## src/rtl/uart_tx_pkg.sv

```systemverilog
package uart_tx_pkg;
    localparam int unsigned DW  = 8;
    localparam int unsigned FW  = DW + 3;
    localparam int unsigned CW  = $clog2(FW + 1);

    typedef struct packed {
        logic mp;
        logic len8;
        logic par_en;
        logic par_odd;
    } tx_cfg_t;

    function automatic logic parity_of(input logic [DW-1:0] d, input logic full_len,
                                       input logic odd);
        logic [DW-1:0] m;
        m = d;
        if (!full_len) m[DW-1] = 1'b0;
        return (^m) ^ odd;
    endfunction
endpackage

```

## src/rtl/uart_tx_holdreg.sv

```systemverilog
module uart_tx_holdreg
    import uart_tx_pkg::*;
#(
    parameter int unsigned WIDTH = DW
) (
    input  logic             clk,
    input  logic             rst,
    input  logic             wr_en,
    input  logic [WIDTH-1:0] wr_data,
    input  logic             take,
    output logic             full,
    output logic [WIDTH-1:0] data
);
    always_ff @(posedge clk) begin
        if (rst) begin
            full <= 1'b0;
            data <= '0;
        end else if (wr_en) begin
            full <= 1'b1;
            data <= wr_data;
        end else if (take) begin
            full <= 1'b0;
        end
    end
endmodule

```

## src/rtl/uart_tx_shifter.sv

```systemverilog
module uart_tx_shifter
    import uart_tx_pkg::*;
(
    input  logic          clk,
    input  logic          rst,
    input  logic          baud_tick,
    input  logic          tx_en,
    input  logic          held,
    input  logic [DW-1:0] held_data,
    input  tx_cfg_t       cfg,
    input  logic          adr_bit,
    output logic          take,
    output logic          txd
);
    logic [FW-1:0] frame;
    logic [CW-1:0] nbits;
    logic [FW-1:0] sh_q;
    logic [CW-1:0] left_q;
    logic          txd_q;
    int unsigned   dbits;
    logic          extra;

    always_comb begin
        dbits = (cfg.mp || cfg.len8) ? DW : DW - 1;
        extra = cfg.mp || cfg.par_en;
        frame = '1;
        frame[0] = 1'b0;
        for (int i = 0; i < DW; i++) begin
            if (i < dbits) frame[1+i] = held_data[i];
        end
        if (cfg.mp)          frame[1+dbits] = adr_bit;
        else if (cfg.par_en) frame[1+dbits] = parity_of(held_data, cfg.len8, cfg.par_odd);
        nbits = CW'(dbits + 2 + (extra ? 1 : 0));
    end

    assign take = baud_tick && (left_q == '0) && held && tx_en;

    always_ff @(posedge clk) begin
        if (rst) begin
            sh_q   <= '1;
            left_q <= '0;
            txd_q  <= 1'b1;
        end else if (baud_tick) begin
            if (left_q == '0) begin
                if (take) begin
                    txd_q  <= frame[0];
                    sh_q   <= {1'b1, frame[FW-1:1]};
                    left_q <= nbits - 1'b1;
                end else begin
                    txd_q  <= 1'b1;
                end
            end else begin
                txd_q  <= sh_q[0];
                sh_q   <= {1'b1, sh_q[FW-1:1]};
                left_q <= left_q - 1'b1;
            end
        end
    end

    assign txd = txd_q;

    a_r3_bits_on_tick: assert property (@(posedge clk) disable iff (rst)
        (txd_q != $past(txd_q)) |-> $past(baud_tick));
    a_r10_idle_when_off: assert property (@(posedge clk) disable iff (rst)
        $past(left_q == '0 && !tx_en) |-> txd_q);
    a_r6_frame_bound: assert property (@(posedge clk) disable iff (rst)
        left_q <= CW'(FW - 1));
endmodule

```

## src/rtl/uart_tx_hold.sv

```systemverilog
module uart_tx_hold
    import uart_tx_pkg::*;
(
    input  logic          clk,
    input  logic          rst,
    input  logic          baud_tick,
    input  logic          tx_en,
    input  logic          wr_en,
    input  logic [DW-1:0] wr_data,
    input  logic          mp_mode,
    input  logic          len8,
    input  logic          par_en,
    input  logic          par_odd,
    input  logic          adr_bit,
    input  logic          tie,
    output logic          txd,
    output logic          tdre,
    output logic          tx_irq
);
    logic          full;
    logic [DW-1:0] hdata;
    logic          take;
    tx_cfg_t       cfg;

    assign cfg = '{mp: mp_mode, len8: len8, par_en: par_en, par_odd: par_odd};

    uart_tx_holdreg #(.WIDTH(DW)) u_hold (
        .clk(clk), .rst(rst), .wr_en(wr_en), .wr_data(wr_data),
        .take(take), .full(full), .data(hdata)
    );

    uart_tx_shifter u_shift (
        .clk(clk), .rst(rst), .baud_tick(baud_tick), .tx_en(tx_en),
        .held(full), .held_data(hdata), .cfg(cfg), .adr_bit(adr_bit),
        .take(take), .txd(txd)
    );

    assign tdre   = !full;
    assign tx_irq = tdre && tie;

    a_r2_write_empties: assert property (@(posedge clk) disable iff (rst)
        $past(wr_en) |-> !tdre);
    a_r7_empty_with_start: assert property (@(posedge clk) disable iff (rst)
        $rose(tdre) |-> !txd);
endmodule

```

## config.mk

```make
export PLATFORM = sky130hd
export DESIGN_NAME = uart_tx_hold
export DESIGN_NICKNAME = d
export VERILOG_FILES = /design/src/rtl/uart_tx_pkg.sv /design/src/rtl/uart_tx_holdreg.sv /design/src/rtl/uart_tx_shifter.sv /design/src/rtl/uart_tx_hold.sv
export SDC_FILE = /design/constraint.sdc
export NUM_CORES = 1
export LEC_CHECK = 0
export BUFFER_PORTS_ARGS = -buffer_cell sky130_fd_sc_hd__buf_2
export CAP_MARGIN = 30
export CORE_UTILIZATION = 53
export DETAILED_ROUTE_END_ITERATION = 12
export HOLD_SLACK_MARGIN = 0.08
export PLACE_DENSITY = 0.73
export SYNTH_ARGS = -nofsm -noshare
export SYNTH_HDL_FRONTEND = slang
export SYNTH_SLANG_ARGS = --single-unit
```

## constraint.sdc

```tcl
create_clock -name clk -period 1.9 [get_ports clk]
set_input_delay 0.095 -clock clk [delete_from_list [all_inputs] [get_ports clk]]
set_output_delay 0.095 -clock clk [all_outputs]
set_load 0.01 [all_outputs]
```

Yosys cells after proc, flatten, opt, wreduce, memory -nomap -nowiden
Cells that the tools add are included.
{"block": "word_totals", "register_bits": 25, "latchBits": 0, "ramBits": 0, "romBits": 0, "in_bits": 19, "elab_cells": 61, "memories": 0}
{"block": "op_classes", "n_addsub": 5, "mul": 0, "div": 0, "order_cmp": 10, "n_eq_ne": 1, "n_shift": 0, "n_mux": 27, "bitwise": 1, "n_reduce_logical": 12}
{"op": "$lt A3 B32 Y1 const A", "count": 4}
{"op": "$lt A1 B32 Y1 const A", "count": 2}
{"op": "$lt A2 B32 Y1 const A", "count": 2}
{"op": "$mux W11", "count": 4}
{"op": "$add A1 B32 Y32 const A", "count": 1}
{"op": "$ge A32 B1 Y1 const B", "count": 1}
{"op": "$lt A32 B5 Y1 const B", "count": 1}
{"op": "$bwmux W11", "count": 2}
{"op": "$mux W1", "count": 17}
{"op": "$mux W4", "count": 3}
{"op": "$reduce_xor A8 Y1", "count": 1}
{"op": "$sub A4 B1 Y4 const B", "count": 2}
{"op": "$logic_and A1 B1 Y1", "count": 5}
{"op": "$add A4 B2 Y4 const B", "count": 1}
{"op": "$add A4 B4 Y4", "count": 1}
{"op": "$demux W1 S4", "count": 1}
{"op": "$logic_not A4 Y1", "count": 1}
{"op": "$logic_or A1 B1 Y1", "count": 2}
{"op": "$ne A2 B2 Y1 const B", "count": 1}
{"op": "$reduce_and A2 Y1", "count": 1}
{"op": "$reduce_bool A2 Y1", "count": 1}
{"op": "$logic_not A1 Y1", "count": 1}
{"op": "$xor A1 B1 Y1", "count": 1}

Longest topological paths before layout
{"block": "logic_depth", "ltp_word": 12, "depth_mapped": 8, "depth_no_buf": 7}

Modules after synthesis
Synthesis repeated with hierarchy kept, for this count alone.
{"block": "hier_totals", "cells_unflattened": 131, "hier_area_um2": 1166.1}
{"mod": "uart_tx_shifter", "n_inst": 1, "cells_per_inst": 99, "area_per_inst_um2": 834.6, "seq_area_each_um2": 280.3}
{"mod": "uart_tx_holdreg", "n_inst": 1, "cells_per_inst": 30, "area_per_inst_um2": 321.6, "seq_area_each_um2": 180.2}
{"mod": "uart_tx_hold", "n_inst": 1, "cells_per_inst": 2, "area_per_inst_um2": 10.0, "seq_area_each_um2": 0.0}

Worst setup path before layout
No wires, ideal clock.
{"block": "synth_timing", "kind": "flip-flop to flip-flop", "startpoint": "register u_shift.left_q[0]", "endpoint": "register u_shift.sh_q[7]", "setup_time_ns": 0.122, "t_arrival_ns": 1.463, "required_time_ns": 1.778, "setup_slack_ns": 0.315, "stages_incl_launch_ff": 8, "cell_sequence": "dfxtp_1 inv_1 ha_1 or3b_4 clkbuf_1 a21oi_1 nand2_1 o32a_1"}
{"block": "synth_between", "elab_chain_len": 6, "elab_cells_between_ends": 7}
{"element": "from (decl)", "line": "uart_tx_shifter.sv:18", "rtl": "logic [CW-1:0] left_q;"}
{"element": "from (signal assigned)", "line": "uart_tx_shifter.sv:48", "rtl": "left_q <= nbits - 1'b1;"}
{"element": "from (signal assigned)", "line": "uart_tx_shifter.sv:55", "rtl": "left_q <= left_q - 1'b1;"}
{"element": "$logic_not A4 Y1 (*)", "line": "uart_tx_shifter.sv:36, uart_tx_shifter.sv:44"}
{"element": "$logic_and A1 B1 Y1 (3 in a row)", "line": "uart_tx_shifter.sv:36", "rtl": "assign take = baud_tick && (left_q == '0) && held && tx_en;"}
{"element": "$ne A2 B2 Y1 (no line)"}
{"element": "$reduce_and A2 Y1 (no line)"}
{"element": "to (signal assigned)", "line": "uart_tx_shifter.sv:47", "rtl": "sh_q <= {1'b1, frame[FW-1:1]};"}
{"element": "to (signal assigned)", "line": "uart_tx_shifter.sv:54", "rtl": "sh_q <= {1'b1, sh_q[FW-1:1]};"}
{"element": "to (decl)", "line": "uart_tx_shifter.sv:17", "rtl": "logic [FW-1:0] sh_q;"}
Mark *: on every way between the ends. The rest lies on a longest branch, timed or not.
A chain may end at the register's enable or synchronous reset.

Final worst setup path
{"block": "layout_timing", "startpoint": "register u_shift.left_q[0]", "endpoint": "register u_shift.sh_q[4]"}
Same word-level chain as after synthesis.

==> qor.txt <==
Req. time, crit path -> 2070 ps
Crit. End Element -> flip-flop
Port Buf Inserts -> 21
DRT Pass-1 Iters -> 4
DR iter-0 viols -> 10
RR Endpoint -> u_shift.sh_q[4]
multi-input combinational cell area -> 607 sq um
first-pass GRT wire length -> 3260 um
Die ar. -> 2290 sq um
ant diodes -> 0
P per Cell Area -> 1340 nW/um^2
area grow syn2layout -> 21.7%
I/O Pins -> 22
WL per Instance -> 12.0 um
Hold Fails Final Rpt -> 0
gr usage total -> 20.7%
reg-to-reg setup timing slack -> 130 ps
WS Path Type -> flip-flop to flip-flop
slew margin rel. -> 77.5%
Seq/Total Area, Yosys -> 41.3%
warnings from Yosys -> 0
Hold Startpoint -> adr_bit
Syn Inst Count -> 127
postcts setup bufs -> 0
critical path arrival -> 1940 ps
final wirelength -> 2200 um
total CTS buffers -> 3
hpwl dp -> 1560 um
GP Congestion -> 0.832
fill count -> 183
Critical R2R Launch -> u_shift.left_q[0]
Worst R2R Path Depth -> 6
hold crit path type -> primary input to flip-flop
clock latency on the worst-skew pair -> 300 ps
final setup vio count -> 0
CTS clk-pin slew, worst paths -> 130 ps
Worst Skew -> 1.80 ps
worst vdd ir -> 0.798 mV
Tcrit/Tclk final -> 93.2%
post-route setup TNS -> 0 ps
Chip Height -> 47.8 um
Hold Path Stages -> 3
Worst Max-Slew Pin Slew -> 334 ps
vias -> 950
post-synth cell types -> 31
Post-synth ARST share -> 0%
CP Max Fanout -> 16
TritonCTS clock tree -> built
post-detailed-route DRC marker count -> 0
clock tree buffer depth -> 2
total power -> 1.82 mW
gr ovfl total -> 0
CTS Sinks -> 23
standard-cell rows -> 16
layout cells sized above 1 -> 21.0%
Slew Viols, Final -> 0
nature of the critical path startpoint -> flip-flop
post-route ant nets -> 0
RSZ-0062 raised after global routing -> false
Initial Util -> 56.8%
Avg Inst Size Synth -> 8.77 sq um
Yosys reg bits -> 23
status -> complete, no violations
maximum clock rate -> 565 MHz
register area -> 460 sq um
Post-Syn Area -> 1110 sq um
Root Driver -> clkbuf_4
Post-synth EDFFs -> 0
nets@finish -> 180
CTS H-tree depth -> 1
ys flop type -> dfxtp_1
Hold Crit Endpoint -> u_shift.sh_q[8]
Syn Nets -> 149
Placed Instance Area -> 1240 sq um
Horiz. Die Dim -> 47.8 um
area of the core -> 1960 sq um
final instance area -> 1360 sq um
largest net degree at the start of global routing -> 17
Leakage Power -> 0.603 nW
initial antenna violation count -> 0
max_cap viols -> 0
number of global-route vias before repair -> 768
via density per instance -> 5.16
fin crit period -> 1770 ps
==> logic make-up (layout without fill, tap and decap cells) <==
| family | Yosys count | in the layout | share of synthesized area [%] |
|---|---|---|---|
| mux | 8 | 8 | 7.19 |
| buf+inv | 11 | 41 | 5.06 |
| compound gates | 24 | 24 | 15.5 |
| xor+xnor | 9 | 9 | 8.31 |
| simple gates | 49 | 49 | 19.2 |
| fa+ha+maj | 3 | 3 | 3.37 |
| flops | 23 | 23 | 41.3 |
==> how the worst max path moves through the flow <==
stage	startpoint	end	cells after the start
2_1_floorplan	u_shift.left_q[0]	u_shift.sh_q[7]	7
6_report	u_shift.left_q[0]	u_shift.sh_q[4]	6
3_3_place_gp	u_shift.left_q[0]	u_shift.sh_q[5]	6
3_5_place_dp	u_shift.left_q[0]	u_shift.sh_q[4]	6
5_1_grt	u_shift.left_q[0]	u_shift.sh_q[8]	7
4_1_cts	u_shift.left_q[0]	u_shift.sh_q[4]	6
==> layout by cell type (no fill, tap or decap), types with 2 or more instances in the layout <==
master / Yosys / final
mux2i_1: 8 / 8
clkbuf_4: 0 / 3
nor2_1: 28 / 27
buf_4: 0 / 3
nand2_1: 10 / 10
inv_1: 5 / 5
nand3_1: 2 / 2
xnor2_1: 7 / 7
buf_2: 0 / 21
dlygate4sd3_1: 0 / 8
and2_1: 2 / 2
dfxtp_1: 23 / 23
a211oi_1: 2 / 2
ha_1: 3 / 3
o311ai_0: 7 / 7
a21oi_1: 7 / 7
==> repair_timing <==
item / 4_1_cts / 5_1_grt
setup endpoints to repair: 0 / 3
resized for setup: 0 / 2
endpoints found under the hold margin: 8 / 0
hold buffers: 8 / 0
==> report_power, final <==
group          switching (mW)  internal (mW)  total [mW]
logic                   0.483          0.405       0.887
clock network           0.147         0.0784       0.226
registers              0.0903          0.617       0.708
total                   0.720           1.10        1.82
==> cell type report <==
type / count / share of cell area, %
sequential: 23 / 34.0
clock buffer: 3 / 1.66
clock inverter: 1 / 0.369
inverter: 5 / 1.39
tap: 27 / 2.49
multi-input combinational: 93 / 44.8
timing repair buffer: 32 / 15.3
==> flip-flops by register name, indices dropped and copies added, names as in the netlist <==
signal / flops
u_shift.left_q: 4
u_shift.sh_q: 9
u_hold.full: 1
u_hold.data: 8
u_shift.txd: 1
==> per-layer routing <==
metal | vias up | global-route usage [%] | part of all wire, %
met2 | 9 | 34.6 | 49
met3 | 2 | 4.53 | 1.8
met4 | 0 | 6.67 | 0.55
met5 | - | 0 | 0
met1 | 441 | 26.7 | 48
li1 | 498 | - | -
==> critical path: stages, from the launching register on <==
cell      delay, ps
dfxtp_1         370
inv_1            90
ha_1            150
or3b_4          420
o21ai_4         220
buf_4           220
o311ai_0        170
==> Yosys cell counts (all sizes together), types with 2 or more instances <==
master  number  area, sq um
dfxtp       23          460
buf          2         22.5
ha           3         37.5
xnor2        7         61.3
o311ai       7         61.3
and2         2         12.5
clkbuf       4         15.0
nand2       10         37.5
inv          5         18.8
a21oi        8         43.8
a211oi       2         15.0
nor2        28          105
o21ai        3         18.8
nand3        2         10.0
mux2i        8         80.1
==> per-stage QoR <==
| stage | setup WS [ps] | hold WS [ps] | std cells | util (%) |
|---|---|---|---|---|
| after floorplan | 315 | 164 | 127 | - |
| after global placement | 190 | 329 | 172 | 63.1 |
| after detailed placement | 91.1 | 336 | 172 | 63.1 |
| after CTS | 73.5 | 115 | 184 | 68.6 |
| after global routing | 9.19 | 129 | 184 | 69.1 |
| final | 129 | 128 | 184 | 69.1 |
Power figures use the tool's default switching activity.
